`src/rtl/burst_sram_pkg.sv`:
```
package burst_sram_pkg;
  localparam int CNT_W = 2;
  typedef logic [CNT_W-1:0] beat_t;
  typedef enum logic [1:0] {ST_IDLE, ST_READ, ST_WRITE} op_e;
endpackage

```
`src/rtl/burst_sram_capture.sv`:
```
module burst_sram_capture #(
  parameter int ADDR_W = 6,
  parameter int LANES  = 4,
  parameter int LANE_W = 8,
  localparam int DW    = LANES * LANE_W
) (
  input  logic              clk,
  input  logic              rst,
  input  logic [ADDR_W-1:0] addr,
  input  logic              bst_proc_n,
  input  logic              bst_ctrl_n,
  input  logic              adv_n,
  input  logic              wr_all_n,
  input  logic              wr_byte_n,
  input  logic [LANES-1:0]  lane_n,
  input  logic              sel0_n,
  input  logic              sel1,
  input  logic              sel2_n,
  input  logic              ilv_mode,
  input  logic [DW-1:0]     din,
  output logic [ADDR_W-1:0] r_addr,
  output logic [DW-1:0]     r_din,
  output logic              r_start,
  output logic              r_sel,
  output logic              r_adv,
  output logic              r_wr_all,
  output logic              r_wr_byte,
  output logic [LANES-1:0]  r_lane,
  output logic              r_ilv
);
  always_ff @(posedge clk) begin
    r_addr <= addr;
    r_din  <= din;
    if (rst) begin
      r_start   <= 1'b0;
      r_sel     <= 1'b0;
      r_adv     <= 1'b0;
      r_wr_all  <= 1'b0;
      r_wr_byte <= 1'b0;
      r_lane    <= '0;
      r_ilv     <= 1'b0;
    end else begin
      r_start   <= ~bst_proc_n | ~bst_ctrl_n;
      r_sel     <= ~sel0_n & sel1 & ~sel2_n;
      r_adv     <= ~adv_n;
      r_wr_all  <= ~wr_all_n;
      r_wr_byte <= ~wr_byte_n;
      r_lane    <= ~lane_n;
      r_ilv     <= ilv_mode;
    end
  end
endmodule

```
`src/rtl/burst_sram_seq.sv`:
```
module burst_sram_seq
  import burst_sram_pkg::*;
#(
  parameter int ADDR_W = 6,
  localparam int HI_W  = ADDR_W - CNT_W
) (
  input  logic              clk,
  input  logic              rst,
  input  logic              r_start,
  input  logic              r_sel,
  input  logic              r_adv,
  input  logic              r_ilv,
  input  logic [ADDR_W-1:0] r_addr,
  output logic              op_valid,
  output logic [ADDR_W-1:0] op_addr
);
  logic [ADDR_W-1:0] base;
  beat_t             cnt;
  logic              burst_on;
  logic [ADDR_W-1:0] op_base;
  beat_t             op_cnt;
  beat_t             low_lin, low_ilv;

  always_comb begin
    op_base  = r_start ? r_addr : base;
    op_cnt   = r_start ? beat_t'(0) : (r_adv ? cnt + beat_t'(1) : cnt);
    op_valid = r_start ? r_sel : burst_on;
    low_lin  = op_base[CNT_W-1:0] + op_cnt;
    low_ilv  = op_base[CNT_W-1:0] ^ op_cnt;
    op_addr  = {op_base[ADDR_W-1:CNT_W], (r_ilv ? low_ilv : low_lin)};
  end

  always_ff @(posedge clk) begin
    if (rst) begin
      base     <= '0;
      cnt      <= '0;
      burst_on <= 1'b0;
    end else begin
      base     <= op_base;
      cnt      <= op_cnt;
      burst_on <= op_valid;
    end
  end


  cnt_step_chk: assert property (@(posedge clk) disable iff (rst)
    (burst_on && !r_start && r_adv) |=> (cnt == $past(cnt) + beat_t'(1)));

  reload_chk: assert property (@(posedge clk) disable iff (rst)
    (r_start && r_sel) |=> (cnt == '0 && base == $past(r_addr) && burst_on));
endmodule

```
`src/rtl/burst_sram_array.sv`:
```
module burst_sram_array #(
  parameter int ADDR_W = 6,
  parameter int LANES  = 4,
  parameter int LANE_W = 8,
  localparam int DEPTH = 1 << ADDR_W,
  localparam int DW    = LANES * LANE_W
) (
  input  logic              clk,
  input  logic [ADDR_W-1:0] addr,
  input  logic [LANES-1:0]  we,
  input  logic              re,
  input  logic [DW-1:0]     wdata,
  output logic [DW-1:0]     rdata
);
  for (genvar g = 0; g < LANES; g++) begin : g_lane
    logic [LANE_W-1:0] mem [DEPTH];
    always_ff @(posedge clk) begin
      if (we[g]) mem[addr] <= wdata[g*LANE_W +: LANE_W];
      if (re)    rdata[g*LANE_W +: LANE_W] <= mem[addr];
    end
  end
endmodule

```
`src/rtl/burst_sram_drive.sv`:
```
module burst_sram_drive #(
  parameter int DESEL_CYC = 2,
  localparam int HW       = (DESEL_CYC > 1) ? $clog2(DESEL_CYC) : 1
) (
  input  logic clk,
  input  logic rst,
  input  logic rd_op,
  input  logic wr_op,
  output logic drive
);
  logic [HW-1:0] hold;

  always_ff @(posedge clk) begin
    if (rst) begin
      drive <= 1'b0;
      hold  <= '0;
    end else if (rd_op) begin
      drive <= 1'b1;
      hold  <= HW'(DESEL_CYC - 1);
    end else if (wr_op) begin
      drive <= 1'b0;
      hold  <= '0;
    end else if (drive) begin
      if (hold != '0) hold <= hold - HW'(1);
      else            drive <= 1'b0;
    end
  end


  rd_drive_chk: assert property (@(posedge clk) disable iff (rst)
    rd_op |=> drive);

  hold_keep_chk: assert property (@(posedge clk) disable iff (rst)
    (drive && hold != '0 && !wr_op) |=> drive);

  wr_release_chk: assert property (@(posedge clk) disable iff (rst)
    (wr_op && !rd_op) |=> !drive);
endmodule

```
`src/rtl/burst_sram.sv`:
```
module burst_sram
  import burst_sram_pkg::*;
#(
  parameter int ADDR_W    = 6,
  parameter int LANES     = 4,
  parameter int LANE_W    = 8,
  parameter int DESEL_CYC = 2,
  localparam int DW       = LANES * LANE_W
) (
  input  logic              clk,
  input  logic              rst,
  input  logic [ADDR_W-1:0] addr,
  input  logic              bst_proc_n,
  input  logic              bst_ctrl_n,
  input  logic              adv_n,
  input  logic              wr_all_n,
  input  logic              wr_byte_n,
  input  logic [LANES-1:0]  lane_n,
  input  logic              sel0_n,
  input  logic              sel1,
  input  logic              sel2_n,
  input  logic              oe_n,
  input  logic              ilv_mode,
  input  logic [DW-1:0]     din,
  output logic [DW-1:0]     dout,
  output logic              dout_en
);
  logic [ADDR_W-1:0] r_addr, op_addr;
  logic [DW-1:0]     r_din;
  logic              r_start, r_sel, r_adv, r_wr_all, r_wr_byte, r_ilv;
  logic [LANES-1:0]  r_lane, lane_we;
  logic              op_valid, drive;
  op_e               op;

  burst_sram_capture #(.ADDR_W(ADDR_W), .LANES(LANES), .LANE_W(LANE_W)) u_cap (
    .clk, .rst, .addr, .bst_proc_n, .bst_ctrl_n, .adv_n, .wr_all_n, .wr_byte_n,
    .lane_n, .sel0_n, .sel1, .sel2_n, .ilv_mode, .din,
    .r_addr, .r_din, .r_start, .r_sel, .r_adv, .r_wr_all, .r_wr_byte, .r_lane, .r_ilv
  );

  burst_sram_seq #(.ADDR_W(ADDR_W)) u_seq (
    .clk, .rst, .r_start, .r_sel, .r_adv, .r_ilv, .r_addr, .op_valid, .op_addr
  );

  always_comb begin
    for (int i = 0; i < LANES; i++)
      lane_we[i] = op_valid & (r_wr_all | (r_wr_byte & r_lane[i]));
    if (!op_valid)     op = ST_IDLE;
    else if (|lane_we) op = ST_WRITE;
    else               op = ST_READ;
  end

  burst_sram_array #(.ADDR_W(ADDR_W), .LANES(LANES), .LANE_W(LANE_W)) u_mem (
    .clk, .addr(op_addr), .we(lane_we), .re(op == ST_READ), .wdata(r_din), .rdata(dout)
  );

  burst_sram_drive #(.DESEL_CYC(DESEL_CYC)) u_drv (
    .clk, .rst, .rd_op(op == ST_READ), .wr_op(op == ST_WRITE), .drive
  );

  assign dout_en = drive & ~oe_n;


  desel_nowr_chk: assert property (@(posedge clk) disable iff (rst)
    (r_start && !r_sel) |-> (lane_we == '0));

  nolane_read_chk: assert property (@(posedge clk) disable iff (rst)
    (op_valid && !r_wr_all && r_lane == '0) |=> drive);
endmodule

```
`config.mk`:
```
export PLATFORM = sky130hd
export DESIGN_NAME = burst_sram
export DESIGN_NICKNAME = d
export VERILOG_FILES = /design/src/rtl/burst_sram_pkg.sv /design/src/rtl/burst_sram_capture.sv /design/src/rtl/burst_sram_seq.sv /design/src/rtl/burst_sram_array.sv /design/src/rtl/burst_sram_drive.sv /design/src/rtl/burst_sram.sv
export SDC_FILE = /design/constraint.sdc
export NUM_CORES = 2
export LEC_CHECK = 0
export BUFFER_PORTS_ARGS = -buffer_cell sky130_fd_sc_hd__buf_2
export CORE_MARGIN = 1
export CORE_UTILIZATION = 40
export DETAILED_ROUTE_END_ITERATION = 10
export SYNTH_ARGS = -nofsm -noshare
export SYNTH_HDL_FRONTEND = slang
export SYNTH_SLANG_ARGS = --single-unit
```
`constraint.sdc`:
```
create_clock -name clk -period 5.2 [get_ports clk]
set_clock_uncertainty 0.1 [all_clocks]
set_input_delay 0.78 -clock clk [delete_from_list [all_inputs] [get_ports clk]]
set_output_delay 0.78 -clock clk [all_outputs]
set_load 0.03 [all_outputs]
```
; Word-level counts from Yosys, hierarchy flattened
; Memory sizes are Yosys's and may differ from the RTL's. A register that Yosys moved wholly into a read port is not among the register bits.
; Index checks and enable logic that the tools add are counted.
[totals]
input_bits = 54
elab_cells = 74
register_bits = 59
out_inout_bits = 33
mem_count = 4
mem_bits_rw = 2048
[op_classes]
n_mux = 23
add_sub_neg = 3
reduce_logical = 2
n_eq_ne = 2
n_bitwise = 26
[memory_table]
columns = memory, depth, width, rd, rd_clocked_by_memory_dff, wr, line
row1 = u_mem.g_lane[0].mem, 64, 8, 1, 1, 1, burst_sram_array.sv:16  ; logic [LANE_W-1:0] mem [DEPTH];
row2 = u_mem.g_lane[1].mem, 64, 8, 1, 1, 1, burst_sram_array.sv:16
row3 = u_mem.g_lane[2].mem, 64, 8, 1, 1, 1, burst_sram_array.sv:16
row4 = u_mem.g_lane[3].mem, 64, 8, 1, 1, 1, burst_sram_array.sv:16
[ops]
columns = operator, n
row1 = 2-to-1 mux 1 bit, 17
row2 = bitwise AND 1 bit, 11
row3 = 2-to-1 mux 2 bit, 5
row4 = NOT 1 bit, 8
row5 = 2-to-1 mux 6 bit, 1
row6 = bitwise OR 1 bit, 5
row7 = NOT 4 bit, 1
row8 = OR reduction 4 bit, 1
row9 = nonzero test 3 bit, 1
row10 = adder 2 x 1 -> 2 bit (second input constant), 1
row11 = adder 2 bit, 1
row12 = == test 2 x 1 -> 1 bit (second input constant), 1
row13 = == test 2 bit (second input constant), 1
row14 = bitwise XOR 2 bit, 1
row15 = subtractor 1 bit (second input constant), 1

; Logic depth before layout (Yosys ltp)
[depth]
depth_word = 9
depth_mapped = 15
mapped_depth_nobuf = 11

; Cells and area by module
; Synthesis repeated with hierarchy kept, for this count alone.
[hier_totals]
hier_cells = 4648
area_unflattened_um2 = 81046.5
[modules_own_cells]
columns = mod, instances, area_each_um2, seq_area_each_um2, cells_per_inst
row1 = burst_sram_array, 1, 79407.4, 62459.9, 4527
row2 = burst_sram_capture, 1, 1033.5, 960.9, 59
row3 = burst_sram_seq, 1, 449.2, 180.2, 42
row4 = burst_sram, 1, 85.1, 0.0, 13
row5 = burst_sram_drive, 1, 71.3, 40.0, 7

; Worst setup path before layout
; OpenSTA, ideal clock, no wires.
[synth_timing]
path_type = register to register
startpoint = register u_cap.r_start
endpoint = memory u_mem.g_lane[0].mem[10][0], enable pin
path_slack_ps = 1188
period_less_slack_ps = 4012
n_path_buf = 7
t_arrival_ps = 3541
required_time_ps = 4730
path_stages_with_launch = 15
setup_time_ps = 370
cell_sequence = dfxtp_1 -> buf_2 -> buf_2 -> buf_2 -> mux2_2 -> ha_1 -> nand2b_1 -> xor2_2 -> xnor2_1 -> clkbuf_1 -> clkbuf_1 -> buf_2 -> nand2_1 -> clkbuf_1 -> nor2_1
[synth_between]
word_cells_on_any_way = 9
classes_between = add/sub: 1 / mux: 6 / bitwise: 2
[synth_lines]
columns = element, line
row1 = start: declaration, burst_sram_capture.sv:23  ; output logic r_start,
row2 = start signal: assignment, burst_sram_capture.sv:43  ; r_start <= ~bst_proc_n | ~bst_ctrl_n;
row3 = 2-to-1 mux 6 bit *, burst_sram_seq.sv:25  ; op_base = r_start ? r_addr : base;
row4 = net u_seq.op_base[0], burst_sram_seq.sv:20  ; logic [ADDR_W-1:0] op_base;
row5 = adder 2 bit / bitwise XOR 2 bit (equally long branches), "burst_sram_seq.sv:28, burst_sram_seq.sv:29"
row6 = 2-to-1 mux 2 bit *, burst_sram_seq.sv:30  ; op_addr = {op_base[ADDR_W-1:CNT_W], (r_ilv ? low_ilv : low_lin)};
row7 = end: declaration, burst_sram_array.sv:16
; The timed path passes the listed nets; every way through them passes the cells marked *.

; Worst setup path after layout
[layout_timing]
startpoint = register u_cap.r_start
endpoint = register u_mem.rdata[23] (read register of u_mem.g_lane[2].mem), data pin
[layout_between]
word_cells_on_any_way = 14
classes_between = add/sub: 1 / eq/ne: 1 / mux: 6 / bitwise: 5 / reduce/logical: 1
[layout_lines]
columns = element, line
row1 = 2-to-1 mux 2 bit *, burst_sram_seq.sv:26  ; op_cnt = r_start ? beat_t'(0) : (r_adv ? cnt + beat_t'(1) : cnt);
row2 = net u_seq.op_cnt[0], burst_sram_seq.sv:21  ; beat_t op_cnt;
row3 = adder 2 bit / bitwise XOR 2 bit (equally long branches), "burst_sram_seq.sv:28, burst_sram_seq.sv:29"
row4 = 2-to-1 mux 2 bit *, burst_sram_seq.sv:30
row5 = end: declaration, burst_sram_array.sv:13  ; output logic [DW-1:0] rdata
; Marked as above.
; A chain may end at the register's enable or synchronous reset.

==> results.cfg <==
[clocking]
cts_buffers = 211
cts_buffer_depth = 3
clk_pin_slew_ps = 60
cts_setup_buffers = 0
insertion_delay_ps = 870
h-tree-depth = 4
clockRootBuffer = clkbuf_16
cts_tree = built
clock-sinks = 2139

[sta]
fin_tns_setup_ps = 0
finalSetupViolations = 0
tightest_slew_ps = 1361
slew-limit-headroom_pct = 8.912
slew_violations = 0
setup_ws_ps = 586.8
min_period_ps = 4613
finalCritPeriodShare_pct = 88.72
max_freq_mhz = 216.8
hold_violations = 0
rsz0062_at_grt = false

[die]
dieArea_sq_um = 206000
start_util_pct = 40.33
design.core.area_sq_um = 202500
rows = 165
die_h_um = 453.9
die_x_um = 453.9
num_io_pins = 87

[layout]
stdcell_count = 7929
finalNetCount = 5135
final.fill_count = 16990
syn2layout_area_growth_pct = 15.30
multi_input_area_sq_um = 17070
seqCellArea_sq_um = 63680
final_layout_size_suffix_gt1_share_pct = 14.50
fin_area_sq_um = 94180

[critical_path]
max_stage_delay_ps = 860
start_kind = flop
endpoint_kind = flop
crit_chain = buf_4 -> nor2_1 -> ha_4 -> nand2b_1 -> xor2_4 -> xnor2_2 -> buf_12 -> buf_12 -> mux2i_1 -> o22ai_1 -> nor4_1 -> nand3_1 -> or4_1
slowest_stage = nor4_1
critPathMaxFanout = 57
crit_required_ps = 5690
crit_type = reg -> reg
cp.arrival_ps = 5100
critPathMostFrequentCell = buf_12

[synthesis]
netlist_area_sq_um = 81680
ys_ff_latch = 2139
avgSynthCellArea_sq_um = 17.35
ys_seq_area_share_pct = 77.92
yosysWarningCount = 0
ys_top_cells_by_area = edfxtp_1, mux2i_1, o22ai_1
netlist.area_leader.share_pct = 76.47
synth.most_common_cell = edfxtp_1
yosysTopAreaCell = edfxtp_1
synth_edf_count = 2080
ys.flop_type = edfxtp_1
postSynth.asyncResetShare_pct = 0
syn_nets = 4762
synthTopCellsByCount = edfxtp_1, mux2i_1, o22ai_1
yosysUniqueCellTypes = 52
synthCells = 4707

[detailed_routing]
drt-total-wl_um = 254000
drt_pass1_iterations = 8
drt_iter0_drc = 6554
drtAntennaViolNets = 0
vias = 46950
wl_per_cell_um = 32.04
drc_errors = 0
via_per_inst = 5.921

[pwr]
ir_drop_mv = 0.3698
leakage_nw = 30.66
cellPowerDensity_nw_per_um2 = 388.8
fin_total_pwr_w = 0.03662

[global_routing]
grt_max_degree = 85
grt_pass1_wl_um = 351200
grt.total_usage_pct = 24.28
grt_pass1_vias = 44720
antenna_found_initial = 7
grt_overflow_total = 0

[run]
maxCapViolCount = 0

[placed_design]
port_buffers = 86
post_dp_cell_area_sq_um = 87120
post-place-cells = 7497
pre_cts_ws_ps = 615.4
dp_hpwl_um = 160500
routabilityCongestion = 0.9053

[status]
status = completed

[min_path]
hp-class = in -> reg
==> report_power, final <==
group	switching [W]	internal [W]	leakage (nW)	total [W]
registers	0.0000516	0.0190	19.2	0.0190
logic	0.00183	0.000996	8.23	0.00282
clock network	0.00655	0.00823	3.24	0.0148
total	0.00843	0.0282	30.7	0.0366
==> registers in the layout, summed over array words and instances (netlist names) <==
signal,count
u_cap.r_addr,6
u_cap.r_adv,1
u_cap.r_din,32
u_cap.r_ilv,1
u_cap.r_lane,4
u_cap.r_sel,1
u_cap.r_start,1
u_cap.r_wr_all,1
u_cap.r_wr_byte,1
u_drv.drive,1
u_drv.hold,1
u_mem.g_lane.mem,2048
u_mem.rdata,32
u_seq.base,6
u_seq.burst_on,1
u_seq.cnt,2
==> layer usage <==
metal / wire, um / track usage [%] / vias up
met5: 10 / 0 / -
met4: 10610 / 9.570 / 2
met3: 23350 / 4.446 / 488
met2: 119000 / 38.37 / 2717
met1: 101100 / 33.23 / 24160
li1: - / - / 19580
==> cells in the final DEF (no fill, tap or decap), types with 12 or more instances in the layout <==
cell type / netlist / final
nand3_1: 29 / 26
buf_4: 0 / 267
buf_12: 0 / 29
clkbuf_16: 0 / 214
clkbuf_1: 154 / 51
a21oi_1: 64 / 63
nor2_1: 303 / 303
bufinv_16: 0 / 12
edfxtp_1: 2080 / 2080
clkinv_2: 0 / 37
nand4_1: 33 / 33
dfxtp_1: 59 / 27
o21ai_0: 17 / 17
nor4_1: 120 / 120
nand2_2: 0 / 37
dlygate4sd3_1: 0 / 42
nand2_1: 186 / 149
buf_2: 103 / 86
o22ai_1: 477 / 477
dfxtp_2: 0 / 32
mux2i_1: 965 / 963
clkinv_1: 0 / 49
==> logic make-up after synthesis <==
| group | synth area share [%] |
|---|---|
| buf+inv | 1.385 |
| compound gates | 4.681 |
| mux | 12.06 |
| xor+xnor | 0.06281 |
| fa+ha+maj | 0.01532 |
| flops | 77.92 |
| simple gates | 3.880 |
==> per-stage QoR <==
step                hold slack (ps)  util, %
floorplan                     348.0        -
global placement              354.7    43.02
detailed placement            360.9    43.02
CTS                           9.122    46.50
global route                  5.801    46.50
finish                        29.55    46.50
==> critical path, delay by kind of cell (launching register included) <==
kind	cells	cell delay, ps
mux	1	350
compound gates	1	130
xor+xnor	2	560
flops	1	310
buf+inv	3	770
simple gates	5	1910
fa+ha+maj	1	150
==> final cells by class <==
| cell class | instances | area share [%] |
|---|---|---|
| diodes | 2 | 0.005314 |
| inverters | 3 | 0.01196 |
| repair buffers | 424 | 3.648 |
| clock inverters | 118 | 1.077 |
| well taps | 2672 | 3.550 |
| flip-flops and latches | 2139 | 67.62 |
| clock buffers | 270 | 5.962 |
| multi-input cells | 2301 | 18.13 |
==> worst paths after layout <==
path            startpoint  cells after the start              end  slack, ps
max reg2reg  u_cap.r_start                     13  u_mem.rdata[23]        590
min reg2reg     u_drv.hold                      2      u_drv.drive        370
max          u_cap.r_start                     13  u_mem.rdata[23]        590
min                addr[2]                      1  u_cap.r_addr[2]         30
==> timing repair <==
item / 4_1_cts / 5_1_grt
hold buffers: 42 / 0
endpoints found under the hold margin: 41 / 0
gates resized for setup: 0 / 0
No activity file was read; power rests on OpenSTA's default activity.
